[src/rtl/prot_pkg.sv]
package prot_pkg;

    typedef enum logic [2:0] {
        ST_HOLD,
        ST_RUN,
        ST_LATCHED,
        ST_AR_LATCH,
        ST_AR_WAIT
    } prot_state_e;

    localparam logic [1:0] MODE_AUTO = 2'b00;

endpackage

[src/rtl/prot_pwm_edge.sv]
module prot_pwm_edge #(
    parameter int SYNC_STAGES = 2
) (
    input  logic clk,
    input  logic rst_n,
    input  logic pwm_in,
    output logic rise
);

    logic [SYNC_STAGES-1:0] sync_q;
    logic                   prev_q;

    genvar g;
    generate
        for (g = 0; g < SYNC_STAGES; g++) begin : g_sync
            if (g == 0) begin : g_first
                always_ff @(posedge clk or negedge rst_n) begin
                    if (!rst_n) sync_q[0] <= 1'b0;
                    else        sync_q[0] <= pwm_in;
                end
            end else begin : g_next
                always_ff @(posedge clk or negedge rst_n) begin
                    if (!rst_n) sync_q[g] <= 1'b0;
                    else        sync_q[g] <= sync_q[g-1];
                end
            end
        end
    endgenerate

    always_ff @(posedge clk or negedge rst_n) begin
        if (!rst_n) prev_q <= 1'b0;
        else        prev_q <= sync_q[SYNC_STAGES-1];
    end

    assign rise = sync_q[SYNC_STAGES-1] & ~prev_q;

endmodule

[src/rtl/prot_fsm.sv]
module prot_fsm
    import prot_pkg::*;
#(
    parameter int AR_CYCLES = 512
) (
    input  logic       clk,
    input  logic       rst_n,
    input  logic       ctl_rst_n,
    input  logic [1:0] mode_sel,
    input  logic       fault_any,
    input  logic       fault_ote,
    input  logic       cyc_pulse,
    output logic       run,
    output logic       latch_on,
    output logic       cause_ote
);

    localparam int CNT_W = $clog2(AR_CYCLES + 1);
    localparam logic [CNT_W-1:0] HALF_LAST = CNT_W'(AR_CYCLES / 2 - 1);
    localparam logic [CNT_W-1:0] FULL_LAST = CNT_W'(AR_CYCLES - 1);

    prot_state_e      state_q, state_d;
    logic [CNT_W-1:0] cnt_q, cnt_d;
    logic             cause_q, cause_d;

    always_ff @(posedge clk or negedge rst_n) begin
        if (!rst_n) begin
            state_q <= ST_HOLD;
            cnt_q   <= '0;
            cause_q <= 1'b0;
        end else begin
            state_q <= state_d;
            cnt_q   <= cnt_d;
            cause_q <= cause_d;
        end
    end

    always_comb begin
        state_d = state_q;
        cnt_d   = cnt_q;
        cause_d = cause_q;
        if (!ctl_rst_n) begin
            state_d = ST_HOLD;
            cnt_d   = '0;
            cause_d = 1'b0;
        end else begin
            unique case (state_q)
                ST_HOLD: state_d = ST_RUN;
                ST_RUN: begin
                    if (fault_any) begin
                        cnt_d   = '0;
                        cause_d = fault_ote;
                        state_d = (mode_sel == MODE_AUTO) ? ST_AR_LATCH : ST_LATCHED;
                    end
                end
                ST_LATCHED: state_d = ST_LATCHED;
                ST_AR_LATCH: begin
                    if (cyc_pulse) begin
                        cnt_d = cnt_q + 1'b1;
                        if (cnt_q == HALF_LAST) state_d = ST_AR_WAIT;
                    end
                end
                ST_AR_WAIT: begin
                    if (cyc_pulse) begin
                        if (cnt_q == FULL_LAST) begin
                            cnt_d = '0;
                            if (fault_any) begin
                                state_d = ST_AR_LATCH;
                                cause_d = fault_ote;
                            end else begin
                                state_d = ST_RUN;
                                cause_d = 1'b0;
                            end
                        end else begin
                            cnt_d = cnt_q + 1'b1;
                        end
                    end
                end
                default: state_d = ST_HOLD;
            endcase
        end
    end

    always_comb begin
        run       = (state_q == ST_RUN);
        latch_on  = (state_q == ST_LATCHED) || (state_q == ST_AR_LATCH);
        cause_ote = cause_q;
    end

endmodule

[src/rtl/prot_status.sv]
module prot_status (
    input  logic ctl_rst_n,
    input  logic run,
    input  logic latch_on,
    input  logic cause_ote,
    input  logic flt_otw,
    input  logic pwm_a,
    input  logic pwm_b,
    output logic en_a,
    output logic en_b,
    output logic drv_a,
    output logic drv_b,
    output logic sd_n,
    output logic otw_n
);

    always_comb begin
        en_a  = run & ctl_rst_n;
        en_b  = run & ctl_rst_n;
        drv_a = pwm_a;
        drv_b = pwm_b;
        sd_n  = ~(latch_on & ctl_rst_n);
        otw_n = ~((latch_on & cause_ote) | (~latch_on & flt_otw));
    end

endmodule

[src/rtl/pwr_prot_ctrl.sv]
module pwr_prot_ctrl #(
    parameter int AR_CYCLES   = 512,
    parameter int SYNC_STAGES = 2
) (
    input  logic       clk,
    input  logic       rst_n,
    input  logic       ctl_rst_n,
    input  logic [1:0] mode_sel,
    input  logic       pwm_a,
    input  logic       pwm_b,
    input  logic       flt_oc,
    input  logic       flt_uv,
    input  logic       flt_otw,
    input  logic       flt_ote,
    output logic       en_a,
    output logic       en_b,
    output logic       drv_a,
    output logic       drv_b,
    output logic       sd_n,
    output logic       otw_n
);

    logic cyc_pulse;
    logic run;
    logic latch_on;
    logic cause_ote;
    logic fault_any;

    assign fault_any = flt_oc | flt_uv | flt_ote;

    prot_pwm_edge #(.SYNC_STAGES(SYNC_STAGES)) u_edge (
        .clk    (clk),
        .rst_n  (rst_n),
        .pwm_in (pwm_a),
        .rise   (cyc_pulse)
    );

    prot_fsm #(.AR_CYCLES(AR_CYCLES)) u_fsm (
        .clk       (clk),
        .rst_n     (rst_n),
        .ctl_rst_n (ctl_rst_n),
        .mode_sel  (mode_sel),
        .fault_any (fault_any),
        .fault_ote (flt_ote),
        .cyc_pulse (cyc_pulse),
        .run       (run),
        .latch_on  (latch_on),
        .cause_ote (cause_ote)
    );

    prot_status u_status (
        .ctl_rst_n (ctl_rst_n),
        .run       (run),
        .latch_on  (latch_on),
        .cause_ote (cause_ote),
        .flt_otw   (flt_otw),
        .pwm_a     (pwm_a),
        .pwm_b     (pwm_b),
        .en_a      (en_a),
        .en_b      (en_b),
        .drv_a     (drv_a),
        .drv_b     (drv_b),
        .sd_n      (sd_n),
        .otw_n     (otw_n)
    );

endmodule

[config.mk]
export PLATFORM = sky130hd
export DESIGN_NAME = pwr_prot_ctrl
export DESIGN_NICKNAME = d
export VERILOG_FILES = /design/src/rtl/prot_pkg.sv /design/src/rtl/prot_pwm_edge.sv /design/src/rtl/prot_fsm.sv /design/src/rtl/prot_status.sv /design/src/rtl/pwr_prot_ctrl.sv
export SDC_FILE = /design/constraint.sdc
export NUM_CORES = 1
export LEC_CHECK = 0
export ABC_AREA = 1
export BUFFER_PORTS_ARGS = -buffer_cell sky130_fd_sc_hd__buf_2
export CAP_MARGIN = 20
export CORE_MARGIN = 3
export CORE_UTILIZATION = 50
export DETAILED_ROUTE_END_ITERATION = 10
export PLACE_DENSITY_LB_ADDON = 0.3
export RECOVER_POWER = 25
export SLEW_MARGIN = 20
export SYNTH_ARGS = -nofsm -noshare
export SYNTH_HDL_FRONTEND = slang
export SYNTH_HIERARCHICAL = 1
export SYNTH_SLANG_ARGS = --single-unit
[constraint.sdc]
create_clock -name clk -period 1.9 [get_ports clk]
set_clock_uncertainty 0.05 [all_clocks]
set_input_delay 0.19 -clock clk [delete_from_list [all_inputs] [get_ports clk]]
set_output_delay 0.19 -clock clk [all_outputs]
set_load 0.02 [all_outputs]
After elaboration in Yosys (flattened, before gate mapping). Index checks and enable logic that the tools add are counted.

Output and inout bits: 6. Latch bits: 0. Memories kept: 0. Word-level logic and storage cells: 59. Register bits after elaboration: 17. Input port bits: 11. ROM bits: 0. RAM bits: 0.

Reductions and logical operators: 6. $mul: 0. Mux-type cells: 21. $add $sub $neg: 1. Bitwise operators: 12. Divide/modulo/power cells: 0. Equal/unequal tests: 13. $lt $le $gt $ge: 0. Shift operators: 0.

Operator list (number): 10-bit two-way mux (5); 10-bit one-hot mux with 3 select lines (1); 3-bit two-way mux (6); 3-bit one-hot mux with 5 select lines (1); 10-bit by 1-bit adder with 10-bit output, second input constant (1); 10-bit by 8-bit == test with 1-bit output, second input constant (1); 10-bit by 9-bit == test with 1-bit output, second input constant (1); 3-bit inequality test, second input constant (3); 4-bit AND reduction (2); 3-bit by 2-bit == test with 1-bit output, second input constant (2); 1-bit two-way mux (6); 3-bit by 2-bit inequality test with 1-bit output, second input constant (2); 1-bit AND (5); 5-bit AND reduction (1); 4-bit by 1-bit inequality test with 1-bit output, second input constant (1); 1-bit NOT (4); 3-bit by 1-bit == test with 1-bit output, second input constant (1); 3-bit == test, second input constant (1); 3-bit logical NOT (1); 3-bit by 1-bit inequality test with 1-bit output, second input constant (1); 1-bit bitwise OR (3); 2-bit logical NOT (1); 2-bit two-way mux (1); 1-bit one-hot mux with 2 select lines (1); 1-bit logical OR (1).

Depth between registers and ports, before layout. Gate-level depths: netlist of run 1.

Depth after elaboration: 7. Gate-level depth with buffers: 10. Depth with buffers taken out: 10.

Modules after synthesis. Netlist of run 1, hierarchy kept.

By module, submodules not included: prot_fsm (cells each 152, sequential area each 350.3 sq um, area each 1084.8 sq um, times used 1); prot_pwm_edge (cells each 5, sequential area each 75.1 sq um, area each 85.1 sq um, times used 1); prot_status (cells each 12, sequential area each 0.0 sq um, area each 56.3 sq um, times used 1); pwr_prot_ctrl (cells each 3, sequential area each 0.0 sq um, area each 11.3 sq um, times used 1).

Least setup slack after synthesis of run 1. OpenSTA, ideal clock, no wires.

Path kind: reg-to-output. From: register u_fsm.state_q[1]. To: output en_b. Data arrival time: 1.139 ns. Setup slack: 0.521 ns. Stages on the path, launching flop included: 8. Required time: 1.660 ns. Path buffers: 2. Path through: dfrtp_1 buf_6 nor2_2 nand2_2 inv_1 nand2_1 inv_1 buf_4.

Word-level cells in the longest chain between the ends: 2.

RTL lines: from (decl) (RTL line prot_fsm.sv:22) `prot_state_e state_q, state_d;`; from (signal assigned) (RTL line prot_fsm.sv:32) `state_q <= state_d;`; 3-bit by 1-bit == test with 1-bit output (RTL line prot_fsm.sv:85) `run = (state_q == ST_RUN);`; via run (RTL line pwr_prot_ctrl.sv:24) `logic run;`; 1-bit AND; to (decl) (RTL line pwr_prot_ctrl.sv:16) `output logic en_b,`.

The timed path passes the listed nets, and every way through them passes these cells.

Worst setup path in the final report of run 1.
From: register u_fsm.state_q[1]. To: output en_b.

Word-level cells in the longest chain between the ends: 2.

RTL lines: 3-bit by 1-bit == test with 1-bit output (RTL line prot_fsm.sv:85); via run (RTL line pwr_prot_ctrl.sv:24); 1-bit AND (RTL line prot_status.sv:19) `en_b = run & ctl_rst_n;`.

The timed path passes the listed nets, and every way through them passes these cells.

==> impl_results.md, run 1 <==
* Outcome: finished, final reports clean
* Total gr overflow at 0
* Hold depth at 3
* Power share of the clock group at 0.153
* Non-Filler Cell Area, Final at 0.00135 mm2
* Die height at 55.8 um
* Data arrival, critical path at 1.50 ns
* Largest cells by area after synthesis: dfrtp_1, nand2_1, inv_1
* Fin crit share at 0.915
* Post-layout net count at 200
* CP Class: flop to primary output
* Comb pwr share at 0.467
* Post-synthesis sequential area ratio at 0.344
* Initial antenna violation count at 0
* Drt pass-1 iters at 4
* # hold bufs at CTS at 2
* Die W at 55.8 um
* CTS tree: built
* Share of cells above drive strength 1 at 0.251
* TNS Setup at 0 ns
* Fin. max-slew vios at 0
* Power per cell area at 948 mW/mm2
* Total Power at 1.28 mW
* Max Freq at 0.575 GHz
* Min-delay src: flt_ote
* WL/cell at 11.7 um
* Synth warn at 6
* TritonCTS Buffers at 3
* Clock Pin Slew Worst Setup and Hold Paths at 0.10 ns
* First-pass GRT wire length at 4570 um
* Top cell by count, worst path: inv_1
* Cells along the critical path: nor2_2 > nand2_2 > inv_1 > nand2_1 > inv_1 > buf_2
* Power Internal at 0.687 mW
* Tmin final at 1.74 ns
* Largest net degree at the start of global routing at 18
* R2r setup slk at 0.34 ns
* Vias/cell at 5.16
* CTS resizes at 0
* Max transition margin at 0.392
* Post-DP Area at 0.00130 mm2
* Core ar. at 0.00228 mm2
* Worst skew pair latency at 0.30 ns
* I/O pin count at 17
* Setup-failing EPs final at 0
* Mapped Area at 0.00124 mm2
* Reg-to-Reg Start: u_fsm/cnt_q[0]$_DFFE_PN0P_
* Synth-to-layout area growth at 9.10%
* Hold crit path type: primary input to flop
* Synth Register Bits at 17
* Final Hold Fails at 0
* Yosys top cell by area: dfrtp_1
* Syn Nets at 184
* VDD IR-drop max at 575 uV
* NetSw at 0.593 mW
* Gp weighted congestion at 0.849
* Tightest Pin Transition at 0.912 ns
* RR Endpoint: u_fsm/cnt_q[9]$_DFFE_PN0P_
* CP max FO at 8
* Post-CTS setup buffer count at 0
* Layout filler cell count at 219
* Number of diodes at 0
* Vias in the first global route at 1056
* Root Driver: clkbuf_4
* Reg2Reg Depth at 10
* Port bufs at 14
* Slowest-stage cell, CP: dfrtp_1
* DRC at 0
* Synth cell types at 26
* DR vias at 1109
* Cells after Synth at 172
* Avg Cell Area, Syn at 7.19 um2
* Setup crit end kind: primary output
* Antenna Violating Nets Remaining at 0
* Crit path required time at 1.66 ns
* Row count at 17
* Share of power burned in registers at 0.380
* Max Root-Sink Buffers at 2
* Sw Ratio at 0.464
* Gr usage total at 0.184
* Leakage at 0.701 nW
* WHS Endpoint: u_fsm/cause_ote$_DFFE_PN0P_
* Max-cap violations at 0
* Unrepaired setup endpoints after global routing: no
* Die area at 0.00311 mm2
* Post-DP HPWL at 1890 um
* H-Tree Level Count at 1
* Drt initial violations at 38
* Post-Route WL at 2520 um
* Initial Utilization at 0.544
* CP peak stage delay at 0.51 ns
* Clock sinks at 17
* Yosys top cell area share at 0.344
* Setup crit start kind: flop
[stage by stage]
step | instances | setup WS [ns] | utilization | hold slack [ns]
after global routing | 215 | 0.0270 | 0.593 | 0.164
after global placement | 209 | 0.386 | 0.573 | 0.0827
after CTS | 215 | 0.162 | 0.594 | 0.119
final | 215 | 0.161 | 0.593 | 0.122
after detailed placement | 209 | 0.375 | 0.573 | 0.0863
after floorplan | 172 | 0.521 | - | -0.156
[cells in the final DEF, fill, tap and decap left out]
master and n:
buf_2 13, nand2_2 5, a21oi_2 1, dfrtp_1 17, nor2_4 1, o21ai_0 1, o211ai_1 1, clkbuf_1 1
a21oi_1 4, o21ai_2 2, nor2_2 6, buf_4 1, xnor2_1 1, o21bai_1 1, clkinv_2 1, nand2_1 54
nor2_1 15, xor2_1 2, nand2_4 4, ha_1 1, nor3_1 1, nand3_2 5, inv_2 3, clkbuf_4 3
dlygate4sd3_1 2, inv_1 20, nand3_1 15, o21ai_1 4, nor2_8 2
[worst max-delay path by stage]
stage | depth (start not counted) | slack (ns) | from | end
floorplan | 7 | 0.52 | u_fsm/state_q[1]$_DFFE_PN0P_ | en_b
global placement | 10 | 0.39 | u_fsm/cnt_q[1]$_DFFE_PN0P_ | u_fsm/cnt_q[9]$_DFFE_PN0P_
detailed placement | 10 | 0.37 | u_fsm/cnt_q[0]$_DFFE_PN0P_ | u_fsm/cnt_q[9]$_DFFE_PN0P_
CTS | 6 | 0.16 | u_fsm/state_q[1]$_DFFE_PN0P_ | en_b
global route | 6 | 0.03 | u_fsm/state_q[1]$_DFFE_PN0P_ | en_b
finish | 6 | 0.16 | u_fsm/state_q[1]$_DFFE_PN0P_ | en_b
[cell families after synthesis]
logic type,share of synthesized area
and+or+nand+nor,0.448
buffers and inverters,0.107
DFF,0.344
AOI/OAI and AO/OA,0.0698
xor gates and xnor gates,0.0212
adders and majority gates,0.0101
[state kept, by name (all words and copies together) (netlist names)]
register,flops
u_fsm/cnt_q,10
u_edge/prev_q,1
u_fsm/cause_ote,1
u_edge/sync_q,2
u_fsm/state_q,3
[layout make-up]
cell class / count / area (um2) / area share
Multi-Input combinational cell: 126 / 679 / 0.503
Sequential cell: 17 / 425 / 0.315
Timing Repair Buffer: 17 / 96.3 / 0.0714
Inverter: 23 / 86.3 / 0.0639
Tap cell: 28 / 35.0 / 0.0260
Clock buffer: 3 / 22.5 / 0.0167
Clock inverter: 1 / 5.00 / 0.00371
[Yosys cell counts]
| cell | count |
|---|---|
| nor3_1 | 1 |
| o21bai_1 | 1 |
| buf_4 | 4 |
| a21oi_1 | 4 |
| dfrtp_1 | 17 |
| buf_2 | 1 |
| nand3_2 | 5 |
| nand2_2 | 5 |
| o211ai_1 | 1 |
| inv_2 | 3 |
| a21oi_2 | 1 |
| nor2_2 | 6 |
| nand3_1 | 15 |
| o21ai_0 | 1 |
| nand2_1 | 54 |
| nand2_4 | 4 |
| xnor2_1 | 1 |
| nor2_8 | 2 |
| buf_6 | 1 |
| ha_1 | 1 |
| o21ai_1 | 4 |
| nor2_4 | 1 |
| inv_1 | 20 |
| o21ai_2 | 2 |
| nor2_1 | 15 |
| xor2_1 | 2 |
[worst max-delay path, delay by kind of cell (launching register included)]
| family | cells | cell delay (ns) |
|---|---|---|
| flip-flops | 1 | 0.51 |
| buffers and inverters | 3 | 0.31 |
| AND/OR/NAND/NOR | 3 | 0.37 |
[power by group through the flow]
stage	combinational, mW	clock, mW	sequential (mW)
after floorplan	0.553	0	0.441
after global placement	0.586	0	0.485
after detailed placement	0.595	0	0.491
after CTS	0.602	0.202	0.484
after global routing	0.670	0.228	0.492
final	0.598	0.196	0.486
[layer usage]
layer	global-route usage	vias to the layer above	share of wire	wire, um
li1	-	561	-	-
met1	0.223	516	0.46	1160
met2	0.313	25	0.48	1210
met3	0.0325	7	0.036	91
met4	0.0868	0	0.020	51
met5	0	-	0	0
Power figures use the tool's default switching activity.
==> inputs of run 2 (changes only) <==
--- a/config.mk
+++ b/config.mk
@@ -8,8 +8,10 @@
 export ABC_AREA = 1
 export BUFFER_PORTS_ARGS = -buffer_cell sky130_fd_sc_hd__buf_2
 export CAP_MARGIN = 20
+export CELL_PAD_IN_SITES_DETAIL_PLACEMENT = 1
+export CELL_PAD_IN_SITES_GLOBAL_PLACEMENT = 2
 export CORE_MARGIN = 3
-export CORE_UTILIZATION = 50
+export CORE_UTILIZATION = 32
 export DETAILED_ROUTE_END_ITERATION = 10
 export PLACE_DENSITY_LB_ADDON = 0.3
 export RECOVER_POWER = 25
==> run 2 against run 1 <==
Final area rose by 3.2%; sequential power fell by 0.8%; utilization down 20 points; power up 7.8%.
==> impl_results.md, run 2 (synthesized netlist as in run 1, its figures left out) <==
* Power share of the clock group at 0.205 (+0.052)
* Most frequent cells in the layout: nand2_1, inv_1, dfrtp_1
* Max-cap violations at 0 (unchanged)
* Crit path required time at 1.66 ns (about the same)
* Drt pass-1 iters at 4 (unchanged)
* DR vias at 1084 (-2.3%)
* Hold crit path type: primary input to flop
* Setup crit end kind: primary output
* Power Internal at 0.756 mW (+10%)
* Post-Route WL at 3040 um (+21%)
* CP max FO at 8 (unchanged)
* VDD IR-drop max at 595 uV (+3.6%)
* Crit path depth at 6 (unchanged)
* Delay-heaviest family, CP: flip-flops
* Die area at 0.00465 mm2 (+50%)
* Layout filler cell count at 468 (+110%)
* CTS resizes at 0 (unchanged)
* Final Hold Fails at 0 (unchanged)
* Clock Pin Slew Worst Setup and Hold Paths at 0.07 ns (-0.03 ns)
* Max transition margin at 0.384 (-0.00775)
* CP peak stage delay at 0.53 ns (+0.02 ns)
* Port bufs at 14 (unchanged)
* Core ar. at 0.00352 mm2 (+55%)
* Root Driver: clkbuf_8
* Biggest register: u_fsm/cnt_q
* Synth-to-layout area growth at 12.5%
* NetSw at 0.624 mW (+5.1%)
* Max Freq at 0.603 GHz (+4.8%)
* Die W at 68.2 um (+22%)
* Unrepaired setup endpoints after global routing: no
* CP Class: flop to primary output
* Tmin final at 1.66 ns (-0.0801 ns)
* Sw Ratio at 0.452 (-0.0115)
* Antenna Violating Nets Remaining at 0 (unchanged)
* DP Cell Count at 227 (+8.6%)
* Initial antenna violation count at 0 (unchanged)
* Post-layout net count at 200 (unchanged)
* Hold depth at 3 (unchanged)
* Commonest non-fill, non-tap cell in the layout: nand2_1
* DRC at 0 (unchanged)
* Reg2Reg Depth at 8 (-2)
* Initial Utilization at 0.351 (-0.192)
* First-pass GRT wire length at 5420 um (+18%)
* TritonCTS Buffers at 3 (unchanged)
* Vias/cell at 4.65 (-9.8%)
* Fin crit share at 0.873 (-0.0422)
* Hold WS at 0.167 ns (+0.0444 ns)
* Slowest-stage cell, CP: dfrtp_1
* Gr usage total at 0.156 (-0.0273)
* Total gr overflow at 0 (unchanged)
* Worst skew pair latency at 0.26 ns (-0.04 ns)
* Outcome: finished, final reports clean
* Tightest Pin Transition at 0.924 ns (+0.0116 ns)
* Drt initial violations at 27 (-29%)
* Top flop regs: u_fsm/cnt_q x10, u_fsm/state_q x3, u_edge/sync_q x2
* Largest net degree at the start of global routing at 18 (unchanged)
* Vias in the first global route at 1143 (+8.2%)
* Share of power burned in registers at 0.349 (-0.031)
* CTS tree: built
* Data arrival, critical path at 1.42 ns (-0.08 ns)
* Number of diodes at 0 (unchanged)
* Max Root-Sink Buffers at 2 (unchanged)
* Row count at 21 (+4)
* Gp weighted congestion at 0.790 (-7.0%)
* Fin. max-slew vios at 0 (unchanged)
* Comb pwr share at 0.445 (-0.022)
* Setup crit start kind: flop
* Leakage at 0.702 nW (+0.18%)
* CP Buf/Inv Count at 3 (unchanged)
* Share of cells above drive strength 1 at 0.246 (-0.00535)
* Post-DP HPWL at 2430 um (+29%)
* Fin cells at 233 (+8.4%)
* WL/cell at 13.1 um (+11%)
* Final Util at 0.396 (-0.198)
* Max reg flops at 10 (unchanged)
* H-Tree Level Count at 1 (unchanged)
* Setup-failing EPs final at 0 (unchanged)
* Clock sinks at 17 (unchanged)
* I/O pin count at 17 (unchanged)
* Power per cell area at 991 mW/mm2 (+4.5%)
* Cells along the critical path: inv_1 > nor2_1 > inv_1 > nand2_1 > nand2_1 > buf_2
* TNS Setup at 0 ns (unchanged)
* Die height at 68.2 um (+22%)
## run 2: changes by cell type in the layout (fill, tap and decap cells not counted), sizes merged
cell,before,now
buf,14,13
clkbuf,4,5
clkinv,1,0
clkinvlp,0,1
## run 2: final timing paths
| kind | from | end | slack, ns |
|---|---|---|---|
| max in group asynchronous | rst_n | u_edge/prev_q$_DFF_PN0_ | 0.70 |
| min reg2reg | u_edge/sync_q[0]$_DFF_PN0_ | u_edge/sync_q[1]$_DFF_PN0_ | 0.30 |
| min in group asynchronous | rst_n | u_fsm/cause_ote$_DFFE_PN0P_ | 0.53 |
| min | flt_ote | u_fsm/cause_ote$_DFFE_PN0P_ | 0.17 |
| max reg2reg | u_fsm/cnt_q[1]$_DFFE_PN0P_ | u_fsm/state_q[0]$_DFFE_PN0P_ | 0.33 |
| max | u_fsm/state_q[1]$_DFFE_PN0P_ | otw_n | 0.24 |
## run 2: worst min-delay path: stages
cell	delay, ns
buf_2	0.10
o211ai_1	0.07
o21ai_1	0.07
## run 2: cell type report
cell class              instances  area, um2  share of cell area
flip-flops and latches         17        425               0.305
clock inverters                 1       7.51             0.00539
inverters                      23       86.3              0.0620
repair buffers                 17       95.1              0.0683
well taps                      46       57.6              0.0413
multi-input cells             126        679               0.488
clock buffers                   3       41.3              0.0296
## run 2: power by group through the flow
stage / logic [mW] / registers (mW) / clock network, mW
CTS: 0.624 / 0.484 / 0.301
finish: 0.614 / 0.482 / 0.283
floorplan: 0.553 / 0.441 / 0
detailed placement: 0.618 / 0.492 / 0
global route: 0.685 / 0.495 / 0.317
global placement: 0.606 / 0.488 / 0
## run 2: timing repair
action | 4_1_cts | 5_1_grt
setup buffers | 0 | 0
endpoints found under the hold margin | 18 | 0
hold buffers | 2 | 0
## run 2: stage by stage
step / instance area (um2) / power, mW / setup WS (ns)
finish: 1390 / 1.38 / 0.241
global route: 1390 / 1.50 / 0.125
CTS: 1400 / 1.41 / 0.200
detailed placement: 1330 / 1.11 / 0.341
global placement: 1330 / 1.09 / 0.341
floorplan: 1240 / 0.995 / 0.521
## run 2: metal layers
metal,wire length [um],track usage
met1,1470,0.199
met2,1470,0.260
met3,82,0.0345
met4,21,0.0521
met5,0,0
